==> src/rtl/sigreg_pkg.sv <==
package sigreg_pkg;
  typedef enum logic {FEED_SERIAL = 1'b0, FEED_PARALLEL = 1'b1} feed_mode_e;
  typedef enum logic {WIN_IDLE = 1'b0, WIN_RUN = 1'b1} win_state_e;
endpackage

==> src/rtl/sigreg_divider.sv <==
module sigreg_divider import sigreg_pkg::*; #(
  parameter int unsigned WIDTH = 16
) (
  input  logic             clk_i,
  input  logic             rst_ni,
  input  logic             clear_i,
  input  logic             shift_i,
  input  logic             mode_i,
  input  logic             bit_i,
  input  logic [WIDTH-1:0] word_i,
  input  logic [WIDTH-1:0] taps_i,
  output logic [WIDTH-1:0] rem_o,
  output logic             quot_o
);
  localparam int unsigned MSB = WIDTH - 1;

  logic [WIDTH-1:0] rem_q, rem_d;
  logic             quot_q, fb;
  feed_mode_e       feed;

  assign feed = feed_mode_e'(mode_i);
  assign fb   = rem_q[MSB];

  for (genvar j = 0; j < WIDTH; j++) begin : g_stage
    if (j == 0) begin : g_head
      logic carry;
      assign carry    = (feed == FEED_PARALLEL) ? word_i[0] : bit_i;
      assign rem_d[j] = carry ^ (taps_i[j] & fb);
    end else begin : g_body
      logic carry;
      assign carry    = rem_q[j-1] ^ (word_i[j] & (feed == FEED_PARALLEL));
      assign rem_d[j] = carry ^ (taps_i[j] & fb);
    end
  end

  always_ff @(posedge clk_i or negedge rst_ni) begin
    if (!rst_ni) begin
      rem_q  <= '0;
      quot_q <= 1'b0;
    end else if (clear_i) begin
      rem_q  <= '0;
      quot_q <= 1'b0;
    end else if (shift_i) begin
      rem_q  <= rem_d;
      quot_q <= fb;
    end
  end

  assign rem_o  = rem_q;
  assign quot_o = quot_q;

  assert_hold_R5: assert property (@(posedge clk_i) disable iff (!rst_ni)
    (!shift_i && !clear_i) |=> ($stable(rem_q) && $stable(quot_q)));
  assert_clear_R7: assert property (@(posedge clk_i) disable iff (!rst_ni)
    clear_i |=> (rem_q == '0 && !quot_q));
  assert_quot_R3: assert property (@(posedge clk_i) disable iff (!rst_ni)
    (shift_i && !clear_i) |=> (quot_q == $past(rem_q[MSB])));
endmodule

==> src/rtl/sigreg_window.sv <==
module sigreg_window import sigreg_pkg::*; (
  input  logic clk_i,
  input  logic rst_ni,
  input  logic clear_i,
  input  logic start_i,
  input  logic done_i,
  output logic shift_o,
  output logic capture_o,
  output logic launch_o,
  output logic running_o
);
  win_state_e win_q;

  always_comb begin
    shift_o   = (win_q == WIN_RUN) && !done_i && !clear_i;
    capture_o = (win_q == WIN_RUN) && done_i && !clear_i;
    launch_o  = (win_q == WIN_IDLE) && start_i && !clear_i;
  end

  always_ff @(posedge clk_i or negedge rst_ni) begin
    if (!rst_ni)        win_q <= WIN_IDLE;
    else if (clear_i)   win_q <= WIN_IDLE;
    else if (capture_o) win_q <= WIN_IDLE;
    else if (launch_o)  win_q <= WIN_RUN;
  end

  assign running_o = (win_q == WIN_RUN);

  assert_start_R5: assert property (@(posedge clk_i) disable iff (!rst_ni)
    (!running_o && start_i && !clear_i) |=> running_o);
  assert_done_R6: assert property (@(posedge clk_i) disable iff (!rst_ni)
    (running_o && done_i) |=> !running_o);
  assert_idle_done_R8: assert property (@(posedge clk_i) disable iff (!rst_ni)
    (!running_o && !start_i) |=> !running_o);
endmodule

==> src/rtl/sigreg_verdict.sv <==
module sigreg_verdict #(
  parameter int unsigned WIDTH = 16
) (
  input  logic             clk_i,
  input  logic             rst_ni,
  input  logic             clear_i,
  input  logic             launch_i,
  input  logic             capture_i,
  input  logic [WIDTH-1:0] rem_i,
  input  logic [WIDTH-1:0] expect_i,
  output logic             valid_o,
  output logic             pass_o
);
  logic valid_q, pass_q, match;

  assign match = (rem_i == expect_i);

  always_ff @(posedge clk_i or negedge rst_ni) begin
    if (!rst_ni) begin
      valid_q <= 1'b0;
      pass_q  <= 1'b0;
    end else if (clear_i || launch_i) begin
      valid_q <= 1'b0;
      pass_q  <= 1'b0;
    end else if (capture_i) begin
      valid_q <= 1'b1;
      pass_q  <= match;
    end
  end

  assign valid_o = valid_q;
  assign pass_o  = pass_q;

  assert_pass_valid_R6: assert property (@(posedge clk_i) disable iff (!rst_ni)
    pass_q |-> valid_q);
  assert_capture_R6: assert property (@(posedge clk_i) disable iff (!rst_ni)
    (capture_i && !clear_i) |=> valid_q);
  assert_launch_R8: assert property (@(posedge clk_i) disable iff (!rst_ni)
    (launch_i || clear_i) |=> (!valid_q && !pass_q));
endmodule

==> src/rtl/poly_sig_reg.sv <==
module poly_sig_reg #(
  parameter int unsigned WIDTH = 16
) (
  input  logic             clk_i,
  input  logic             rst_ni,
  input  logic             clear_i,
  input  logic             start_i,
  input  logic             done_i,
  input  logic             mode_i,
  input  logic             bit_i,
  input  logic [WIDTH-1:0] word_i,
  input  logic [WIDTH-1:0] taps_i,
  input  logic [WIDTH-1:0] expect_i,
  output logic [WIDTH-1:0] sig_o,
  output logic             quot_o,
  output logic             running_o,
  output logic             verdict_valid_o,
  output logic             pass_o
);
  logic shift, capture, launch;

  sigreg_window u_window (
    .clk_i    (clk_i),
    .rst_ni   (rst_ni),
    .clear_i  (clear_i),
    .start_i  (start_i),
    .done_i   (done_i),
    .shift_o  (shift),
    .capture_o(capture),
    .launch_o (launch),
    .running_o(running_o)
  );

  sigreg_divider #(.WIDTH(WIDTH)) u_divider (
    .clk_i  (clk_i),
    .rst_ni (rst_ni),
    .clear_i(clear_i),
    .shift_i(shift),
    .mode_i (mode_i),
    .bit_i  (bit_i),
    .word_i (word_i),
    .taps_i (taps_i),
    .rem_o  (sig_o),
    .quot_o (quot_o)
  );

  sigreg_verdict #(.WIDTH(WIDTH)) u_verdict (
    .clk_i    (clk_i),
    .rst_ni   (rst_ni),
    .clear_i  (clear_i),
    .launch_i (launch),
    .capture_i(capture),
    .rem_i    (sig_o),
    .expect_i (expect_i),
    .valid_o  (verdict_valid_o),
    .pass_o   (pass_o)
  );

  assert_frozen_R5: assert property (@(posedge clk_i) disable iff (!rst_ni)
    (!running_o && !clear_i) |=> $stable(sig_o));
endmodule

==> config.mk <==
export PLATFORM = sky130hd
export DESIGN_NAME = poly_sig_reg
export DESIGN_NICKNAME = d
export VERILOG_FILES = /design/src/rtl/sigreg_pkg.sv /design/src/rtl/sigreg_divider.sv /design/src/rtl/sigreg_window.sv /design/src/rtl/sigreg_verdict.sv /design/src/rtl/poly_sig_reg.sv
export SDC_FILE = /design/constraint.sdc
export NUM_CORES = 1
export LEC_CHECK = 0
export BUFFER_PORTS_ARGS = -buffer_cell sky130_fd_sc_hd__buf_2
export CAP_MARGIN = 20
export CORE_AREA = 2 2 60 62
export DETAILED_ROUTE_END_ITERATION = 8
export DIE_AREA = 0 0 62 64
export PLACE_DENSITY = 0.76
export SYNTH_ARGS = -nofsm -noshare
export SYNTH_HDL_FRONTEND = slang
export SYNTH_SLANG_ARGS = --single-unit
==> constraint.sdc <==
create_clock -name clk_i -period 1.3 [get_ports clk_i]
set_clock_uncertainty 0.05 [all_clocks]
set_input_delay 0.26 -clock clk_i [delete_from_list [all_inputs] [get_ports clk_i]]
set_output_delay 0.26 -clock clk_i [all_outputs]
set_load 0.1 [all_outputs]
==> results of run 1 <==
[registers in the layout, summed over array words and instances, names as in the netlist]
| name | count |
|---|---|
| u_verdict.valid_o | 1 |
| u_divider.quot_o | 1 |
| u_verdict.pass_o | 1 |
| u_divider.rem_o | 16 |
| u_window.running_o | 1 |
[cell type report]
cell class,count,area share
inverters,1,0.00130
flip-flops and latches,20,0.190
well taps,46,0.0200
repair buffers,118,0.383
multi-input cells,130,0.393
clock buffers,4,0.0126
[Yosys cell counts (all sizes together)]
library cell	instances
nand4b	1
mux2i	1
clkbuf	1
inv	1
xnor2	18
or2	1
nor2b	1
nand3	1
nand4	1
nor4	3
o22ai	1
o21ai	17
a31oi	1
nor2	1
a21oi	2
xor2	28
nand2b	3
nor3	1
dfrtp	20
nand2	48
buf	6
a22o	1
[layer usage]
| layer | track usage | up-vias | part of all wire | wire length, um |
|---|---|---|---|---|
| li1 | - | 730 | - | - |
| met2 | 0.464 | 126 | 0.54 | 3530 |
| met3 | 0.0283 | 30 | 0.083 | 546 |
| met1 | 0.316 | 811 | 0.33 | 2190 |
| met4 | 0.136 | 0 | 0.049 | 320 |
| met5 | 0 | - | 0 | 0 |
[critical path, stage by stage (launching register included)]
cell and delay, ps:
dfrtp_4 560, buf_6 140, buf_12 150
[cell families after synthesis]
logic type | count (synthesis)
flip-flops | 20
XOR/XNOR | 46
AO/OA/AOI/OAI | 22
multiplexers | 1
AND/OR/NAND/NOR | 61
buffers and inverters | 8
[metrics by stage]
| step | hold slack (ps) | power, uW | area (um2) | instances | setup WS, ps |
|---|---|---|---|---|---|
| global route | 194 | 1870 | 2880 | 319 | -211 |
| finish | 200 | 1800 | 2880 | 319 | -195 |
| detailed placement | 179 | 1220 | 2290 | 285 | -204 |
| floorplan | -85.6 | 995 | 1540 | 158 | -199 |
| CTS | 153 | 1640 | 2560 | 310 | -139 |
| global placement | 184 | 1210 | 2290 | 285 | -147 |
[how the worst max path moves through the flow]
stage,cells after the start,end,startpoint
6_report,2,sig_o[15],u_divider.rem_o[15]
5_1_grt,2,sig_o[15],u_divider.rem_o[15]
4_1_cts,2,sig_o[15],u_divider.rem_o[15]
3_5_place_dp,4,u_verdict.pass_o,u_divider.rem_o[13]
3_3_place_gp,4,u_verdict.pass_o,u_divider.rem_o[13]
2_1_floorplan,6,u_divider.rem_o[6],u_divider.rem_o[15]
[repair_timing]
| action | CTS | global route |
|---|---|---|
| hold endpoints to repair | 20 | 0 |
| gates cloned | 1 | 1 |
| endpoints found under the setup margin | 23 | 34 |
| gates resized for setup | 20 | 52 |
| setup buffers | 20 | 8 |
| pin swaps | 12 | 34 |
| hold buffers | 1 | 0 |
[layout by cell type, fill, tap and decap left out, types with 2 or more instances in the layout]
cell type / synthesis / routed
buf_2: 0 / 54
nand2_1: 43 / 28
buf_4: 2 / 23
buf_12: 1 / 21
xnor2_1: 18 / 17
buf_6: 3 / 17
xor2_1: 19 / 14
nand2_4: 5 / 13
xor2_2: 9 / 12
o21ai_1: 9 / 12
dfrtp_4: 0 / 10
dfrtp_2: 0 / 8
nand2_2: 0 / 7
o21ai_2: 1 / 4
clkbuf_4: 0 / 3
nand2b_1: 2 / 2
a21oi_1: 2 / 2
nor4_2: 0 / 2
xor2_4: 0 / 2
dfrtp_1: 20 / 2
[power groups by stage]
stage               Clock, uW  Combinational (uW)  Sequential, uW
floorplan                   0                 182             813
global placement            0                 526             687
detailed placement          0                 536             689
CTS                       370                 597             671
global route              452                 743             679
finish                    419                 707             676
==> flow_summary.yaml, run 1 <==
critical_path:
  critPathMaxFanout: 5
  start_kind: "flip-flop"
  arrival_ps: 1190
  worst_ep_required_time_ps: 990
  rr_worst_depth: 6
  critPathKind: "flip-flop to output port"
  cp-end-kind: "output port"
  rrSetupSlack_ps: -160
  r2r-end: "u_divider.rem_o[4]"
  reg2reg_from: "u_divider.rem_o[15]"
hold_path:
  hp-start: "start_i"
  min_path_type: "primary input to flip-flop"
  hold_path_depth: 3
  hold_end: "u_verdict.valid_o"
sta:
  finalSetupViolCount: 34
  maxSlewHeadroom: 0.661
  worst_pin_slew_ps: 508
  period_share: 1.15
  post-route-min-period_ps: 1500
  final_max_slew_viol_count: 0
  finalHoldViolations: 0
  rsz0062_at_grt: "yes"
  fmax_mhz: 669
  setup_ws_ps: -195
  fin_tns_setup_ps: -3300
yosys:
  synthCells: 158
  synth_area_leaders: "dfrtp_1, xor2_1, nand2_1"
  synth_nets: 213
  syn_area_mm2: 0.00149
  ys_types: 29
  avgSynthCellArea_um2: 9.41
  synth_top_area_share: 0.337
  synth_compound_area_frac: 0.0816
  yosysSeqAreaShare: 0.337
  ys_ff_latch: 20
  synth-xor-area-share: 0.316
  ys_warn_count: 0
  synth_fa_ha_area_frac: 0
  yosys.area.top_type: "dfrtp_1"
  synth_top_family_by_area: "XOR/XNOR gates"
  synthMuxAreaShare: 0.00673
  synthSimpleGateAreaFrac: 0.206
finish:
  final_nets: 329
  antenna_cells: 0
  fin_util: 0.877
  drive_gt1_frac: 0.689
  syn2layout_area_growth_pct: 93.9
  multiInputGateArea_mm2: 0.00113
  ff_latch_area_um2: 548
  fill_cells: 136
global_routing:
  grt_pass1_wl_mm: 7.74
  grt_max_degree: 21
  grt_pass1_vias: 1647
  grt-ovfl-total: 0
  antenna_found_initial: 0
  track_usage: 0.269
detailed_routing:
  vias_per_cell: 5.32
  drcViolationCount: 0
  wl_per_cell_um: 20.7
  drt_iter0_markers: 153
  drt-total-wl_mm: 6.59
  ant_nets: 0
  dr.pass1.iters: 4
  dr_total_vias: 1697
cts:
  cts.clk_slew.worst_paths_ps: 150
  cts_buffer_depth: 2
  clock_latency_ps: 330
  clock-sinks: 20
  cts_tree: "yes"
  cts_root_buf: "clkbuf_4"
  cts_buffers: 3
  htreeDepth: 1
floorplan:
  rows: 21
  die_w_um: 62
  die_area_mm2: 0.00397
  core-area_mm2: 0.00328
  start_util: 0.453
  io_pins: 75
  die_y_um: 64
power_and_ir_drop:
  p_sw_uw: 675
  power.leakage_uw: 0.00133
  vdd_drop_max_v: 0.000385
  internal-power_uw: 1130
  clkPwrFrac: 0.232
  powerDensity_mw_per_mm2: 625
  netSwitchingFraction: 0.375
  power_frac_comb: 0.392
  seqPwrFrac: 0.375
place:
  io_buffers: 74
  dpl.hpwl_mm: 3.11
  place_congestion: 0.800
run:
  maxCapViolCount: 0
outcome:
  violations: "setup timing"
  status: "complete, but fails checks"
(Power assumes the default switching activity.)
==> run 2, diff against run 1 <==
--- a/config.mk
+++ b/config.mk
@@ -7,10 +7,10 @@
 export LEC_CHECK = 0
 export BUFFER_PORTS_ARGS = -buffer_cell sky130_fd_sc_hd__buf_2
 export CAP_MARGIN = 20
-export CORE_AREA = 2 2 60 62
+export CORE_AREA = 2 2 64 66
 export DETAILED_ROUTE_END_ITERATION = 8
-export DIE_AREA = 0 0 62 64
-export PLACE_DENSITY = 0.76
+export DIE_AREA = 0 0 66 68
+export PLACE_DENSITY = 0.7
 export SYNTH_ARGS = -nofsm -noshare
 export SYNTH_HDL_FRONTEND = slang
 export SYNTH_SLANG_ARGS = --single-unit
==> constraint.sdc (replaced) <==
create_clock -name clk_i -period 1.2 [get_ports clk_i]
set_clock_uncertainty 0.05 [all_clocks]
set_input_delay 0.24 -clock clk_i [delete_from_list [all_inputs] [get_ports clk_i]]
set_output_delay 0.24 -clock clk_i [all_outputs]
set_load 0.1 [all_outputs]
==> run 2 against run 1 <==
Net effect:
- the run still ends with setup timing left
- cell area shrank 1.1%
- flip-flop and latch count is the same
- register-to-register slack lost 40 ps
- sequential power grew 7.2%
- clock power grew 11%
==> flow_summary.yaml, run 2 (synthesized netlist as in run 1, its figures left out) <==
finish:
  largest_register_ffs: 16
  final_nets: 334
  ff_latch_area_um2: 548
  multiInputGateArea_mm2: 0.00105
  antenna_cells: 0
  drive_gt1_frac: 0.657
  fin_area_mm2: 0.00285
  syn2layout_area_growth_pct: 91.7
  final_cells: 327
  layout_commonest_cell: "buf_2"
  fill_cells: 264
  final_cell_mix: "buf_2, nand2_1, buf_4, buf_12, buf_6"
critical_path:
  cp_slowest_cell: "dfrtp_4"
  cp-end-kind: "flip-flop"
  r2r-end: "u_verdict.pass_o"
  worst_ep_required_time_ps: 1350
  reg2reg_from: "u_divider.rem_o[1]"
  rr_worst_depth: 4
  cpPeakStageDelay_ps: 500
  rrSetupSlack_ps: -200
  cp-startpoint: "u_divider.rem_o[1]"
  worstPathCellList: "xor2_1 -> nor4_2 -> nand4_1 -> o21ai_1"
  endpoint: "u_verdict.pass_o"
  start_kind: "flip-flop"
  critPathMaxFanout: 2
  critPathKind: "flip-flop to flip-flop"
  arrival_ps: 1550
cts:
  cts_buffers: 3
  htreeDepth: 1
  cts_tree: "yes"
  cts.clk_slew.worst_paths_ps: 80
  cts_buffer_depth: 2
  cts_root_buf: "clkbuf_8"
  clock-sinks: 20
  clock_latency_ps: 270
detailed_routing:
  vias_per_cell: 4.83
  drt-total-wl_mm: 5.05
  drcViolationCount: 0
  dr_total_vias: 1579
  dr.pass1.iters: 4
  drt_iter0_markers: 46
  ant_nets: 0
  wl_per_cell_um: 15.4
floorplan:
  die_w_um: 66
  io_pins: 75
  start_util: 0.385
  rows: 23
  core-area_mm2: 0.00386
  die_area_mm2: 0.00449
  die_y_um: 68
global_routing:
  grt.met1_usage: 0.235
  use_met2: 0.390
  use_met3: 0.0247
  track_usage: 0.203
  grt-ovfl-total: 0
  grt_pass1_vias: 1523
  grt_max_degree: 21
  grt_pass1_wl_mm: 6.85
  grt.busiest_layer: "met2"
  antenna_found_initial: 0
sta:
  maxSlewHeadroom: 0.690
  setup_ws_ps: -198
  finalHoldViolations: 0
  period_share: 1.17
  final_max_slew_viol_count: 0
  rsz0062_at_grt: "yes"
  post-route-min-period_ps: 1400
  fmax_mhz: 715
  worst_pin_slew_ps: 466
  finalSetupViolCount: 31
power_and_ir_drop:
  powerDensity_mw_per_mm2: 676
  totalPowerFinal_uw: 1930
  power_frac_comb: 0.381
  power.leakage_uw: 0.00131
  netSwitchingFraction: 0.344
  clkPwrFrac: 0.242
  seqPwrFrac: 0.376
  vdd_drop_max_v: 0.000392
  internal-power_uw: 1260
  p_sw_uw: 663
hold_path:
  min_path_type: "primary input to flip-flop"
  hold_path_depth: 3
place:
  dpl.cell_count: 294
  dp_slack_ps: -267
  place_congestion: 0.754
  dpl.hpwl_mm: 3.03
  place_area_mm2: 0.00235
  io_buffers: 74
outcome:
  status: "complete, but fails checks"
  violations: "setup timing"
run:
  maxCapViolCount: 0
-- run 2: cell types whose count changed in the layout (fill, tap and decap cells not counted), moves of 2 or more --
cell / change
buf_6: +2
buf_8: +2
clkbuf_4: -3
clkbuf_8: +2
nand2_1: +6
nand2_2: -2
nand2_4: -4
o21ai_2: -2
xor2_1: +2
-- run 2: worst min path at each step --
stage	from	end	slack (ps)
6_report	start_i	u_window.running_o	180
5_1_grt	start_i	u_window.running_o	200
4_1_cts	clear_i	u_window.running_o	200
3_5_place_dp	rst_ni	u_divider.rem_o[4]	170
3_3_place_gp	rst_ni	u_divider.rem_o[4]	160
2_1_floorplan	rst_ni	u_divider.quot_o	-110
-- run 2: timing repair --
action,CTS,global route
buffers inserted,15,13
resized for setup,38,23
gates cloned,1,1
endpoints found under the setup margin,33,36
hold buffers,1,0
pin swaps,13,26
endpoints found under the hold margin,20,0
-- run 2: cell type report --
cell class / instances / area share
Sequential cell: 20 / 0.192
Multi-Input combinational cell: 131 / 0.370
Timing Repair Buffer: 122 / 0.400
Inverter: 1 / 0.00132
Clock buffer: 3 / 0.0145
Tap cell: 50 / 0.0220
-- run 2: per-layer routing --
metal,share of wire,vias to the layer above
met1,0.37,764
met3,0.057,10
li1,-,735
met4,0.015,0
met5,0,-
met2,0.56,70
-- run 2: worst max-delay path: cells and delay by family, from the launching register on --
family / cells / cell delay (ps)
flops: 1 / 500
simple gates: 2 / 450
xor+xnor: 1 / 190
compound gates: 1 / 140
-- run 2: metrics by stage --
step,hold WS (ps),TNS [ps],utilization
2_1_floorplan,-106,-3970,-
3_3_place_gp,155,-1340,0.609
3_5_place_dp,165,-1750,0.609
4_1_cts,196,-2620,0.685
5_1_grt,199,-4050,0.739
6_report,184,-3120,0.739
-- run 2: power groups by stage --
stage | Sequential (uW) | Clock [uW] | Combinational [uW]
6_report | 725 | 467 | 735
3_5_place_dp | 741 | 0 | 598
3_3_place_gp | 740 | 0 | 590
4_1_cts | 724 | 442 | 666
2_1_floorplan | 881 | 0 | 197
5_1_grt | 727 | 488 | 776
==> run 3, diff against run 2 <==
--- a/config.mk
+++ b/config.mk
@@ -11,6 +11,7 @@
 export DETAILED_ROUTE_END_ITERATION = 8
 export DIE_AREA = 0 0 66 68
 export PLACE_DENSITY = 0.7
+export REMOVE_ABC_BUFFERS = 1
 export SYNTH_ARGS = -nofsm -noshare
 export SYNTH_HDL_FRONTEND = slang
 export SYNTH_SLANG_ARGS = --single-unit
==> run 3 against run 2 <==
Net effect:
- global-route usage decreased by 2.4 points
- the flow still finishes with violations (setup timing)
- first-iteration DRC count increased by 30%
- count of clock-buffer cells in the layout unchanged
- sequential power decreased by 2%
- critical path type is now flip-flop to output port
- sequential share of layout area decreased by 0.32 points
- power increased by 7.2%
==> flow_summary.yaml, run 3 (synthesized netlist as in run 1, its figures left out) <==
detailed_routing:
  wl_per_cell_um: 12.3
  dr.pass1.iters: 4
  vias_per_cell: 4.49
  dr_total_vias: 1424
  drt_iter0_markers: 60
  ant_nets: 0
  drcViolationCount: 0
  drt-total-wl_mm: 3.91
critical_path:
  cp-startpoint: "u_divider.rem_o[15]"
  start_kind: "flip-flop"
  critPathMaxFanout: 2
  cp-end-kind: "output port"
  reg2reg_from: "u_divider.rem_o[15]"
  worstPathCellList: "buf_4 -> buf_12"
  cp_slowest_cell: "dfrtp_1"
  arrival_ps: 990
  r2r-end: "u_divider.rem_o[1]"
  cpPeakStageDelay_ps: 410
  critPathKind: "flip-flop to output port"
  rrSetupSlack_ps: -50
  endpoint: "sig_o[15]"
  critical_path_depth: 2
  rr_worst_depth: 5
  worst_ep_required_time_ps: 910
  crit_family: "flip-flops"
  timing.critical_path.buf_inv: 2
cts:
  cts_buffer_depth: 2
  htreeDepth: 1
  cts_tree: "yes"
  cts_root_buf: "clkbuf_8"
  cts_buffers: 3
  cts.clk_slew.worst_paths_ps: 80
  clock_latency_ps: 260
  clock-sinks: 20
global_routing:
  track_usage: 0.179
  grt_max_degree: 21
  grt-ovfl-total: 0
  grt_pass1_vias: 1467
  antenna_found_initial: 0
  grt_pass1_wl_mm: 6.16
place:
  place_congestion: 0.776
  dpl.hpwl_mm: 2.97
  io_buffers: 74
finish:
  final_cell_mix: "buf_2, nand2_1, buf_12"
  syn2layout_area_growth_pct: 78.9
  largest_register_ffs: 16
  final_nets: 323
  layout_commonest_cell: "buf_2"
  drive_gt1_frac: 0.573
  antenna_cells: 0
  fin_util: 0.689
sta:
  worst_pin_slew_ps: 471
  maxSlewHeadroom: 0.686
  rsz0062_at_grt: "yes"
  finalSetupViolCount: 31
  period_share: 1.06
  fin_tns_setup_ps: -1220
  setup_ws_ps: -76.5
  finalHoldViolations: 0
  post-route-min-period_ps: 1280
  fmax_mhz: 783
  final_max_slew_viol_count: 0
hold_path:
  min_path_type: "primary input to flip-flop"
power_and_ir_drop:
  power_frac_comb: 0.324
  clkPwrFrac: 0.331
  powerDensity_mw_per_mm2: 777
  vdd_drop_max_v: 0.000419
  internal-power_uw: 1450
  seqPwrFrac: 0.345
  p_sw_uw: 619
  netSwitchingFraction: 0.300
  power.leakage_uw: 0.00124
outcome:
  violations: "setup timing"
  status: "complete, but fails checks"
floorplan:
  die_area_mm2: 0.00449
  core-area_mm2: 0.00386
  io_pins: 75
  die_y_um: 68
  die_w_um: 66
  rows: 23
  start_util: 0.385
run:
  maxCapViolCount: 0
run 3: cell count changes in the layout (fill, tap and decap cells not counted), sizes merged:
| cell | delta |
|---|---|
| buf | -10 |
| bufinv | +1 |
| or2 | -1 |
run 3: how the worst min path moves through the flow:
stage,from,endpoint,slack [ps],depth (start not counted)
2_1_floorplan,rst_ni,u_divider.quot_o,-110,0
3_3_place_gp,rst_ni,u_divider.rem_o[15],170,1
3_5_place_dp,rst_ni,u_divider.rem_o[15],170,1
5_1_grt,start_i,u_verdict.valid_o,230,3
6_report,start_i,u_verdict.valid_o,200,3
4_1_cts,start_i,u_verdict.valid_o,200,3
run 3: final cells by class:
cell class / count / area (um2)
fill: 288 / 1200
clock buffer: 3 / 41.3
clock inverter: 1 / 30.0
sequential: 20 / 503
tap: 50 / 62.6
inverter: 1 / 3.75
multi-input combinational: 130 / 980
timing repair buffer: 112 / 1040
run 3: worst register-to-register path: cells and delay by family (launching register included):
family                    cells  cell delay, ps
DFF                           1             400
xor gates and xnor gates      2             350
buffers and inverters         1             190
and+or+nand+nor               1              90
AOI/OAI and AO/OA             1              70
run 3: repair_timing:
item                                   CTS  global route
resized for setup                       25            16
pin swaps                                3             7
hold buffers                             1             0
setup endpoints to repair               34            32
endpoints found under the hold margin   20             0
buffers inserted                        12             5
run 3: layer usage:
metal	up-vias	global-route usage	routed length [um]
met5	-	0	0
met4	0	0.0536	49
met3	6	0.0362	234
met2	45	0.335	2110
met1	660	0.207	1510
li1	713	-	-
run 3: power by group through the flow:
stage	registers [uW]	clock network, uW	logic, uW
2_1_floorplan	874	0	166
6_report	713	683	669
3_3_place_gp	723	0	596
4_1_cts	711	692	647
5_1_grt	715	710	717
3_5_place_dp	725	0	601
run 3: through the flow:
step                      hold WS (ps)  cells  instance area, um2  setup WS, ps  total power (uW)
final                              197    317                2660         -76.5              2060
after global routing               227    317                2660          -115              2140
after CTS                          196    312                2560         -82.3              2050
after floorplan                   -106    151                1410         -1050              1040
after detailed placement           167    295                2310          -175              1330
after global placement             167    295                2310          -124              1320
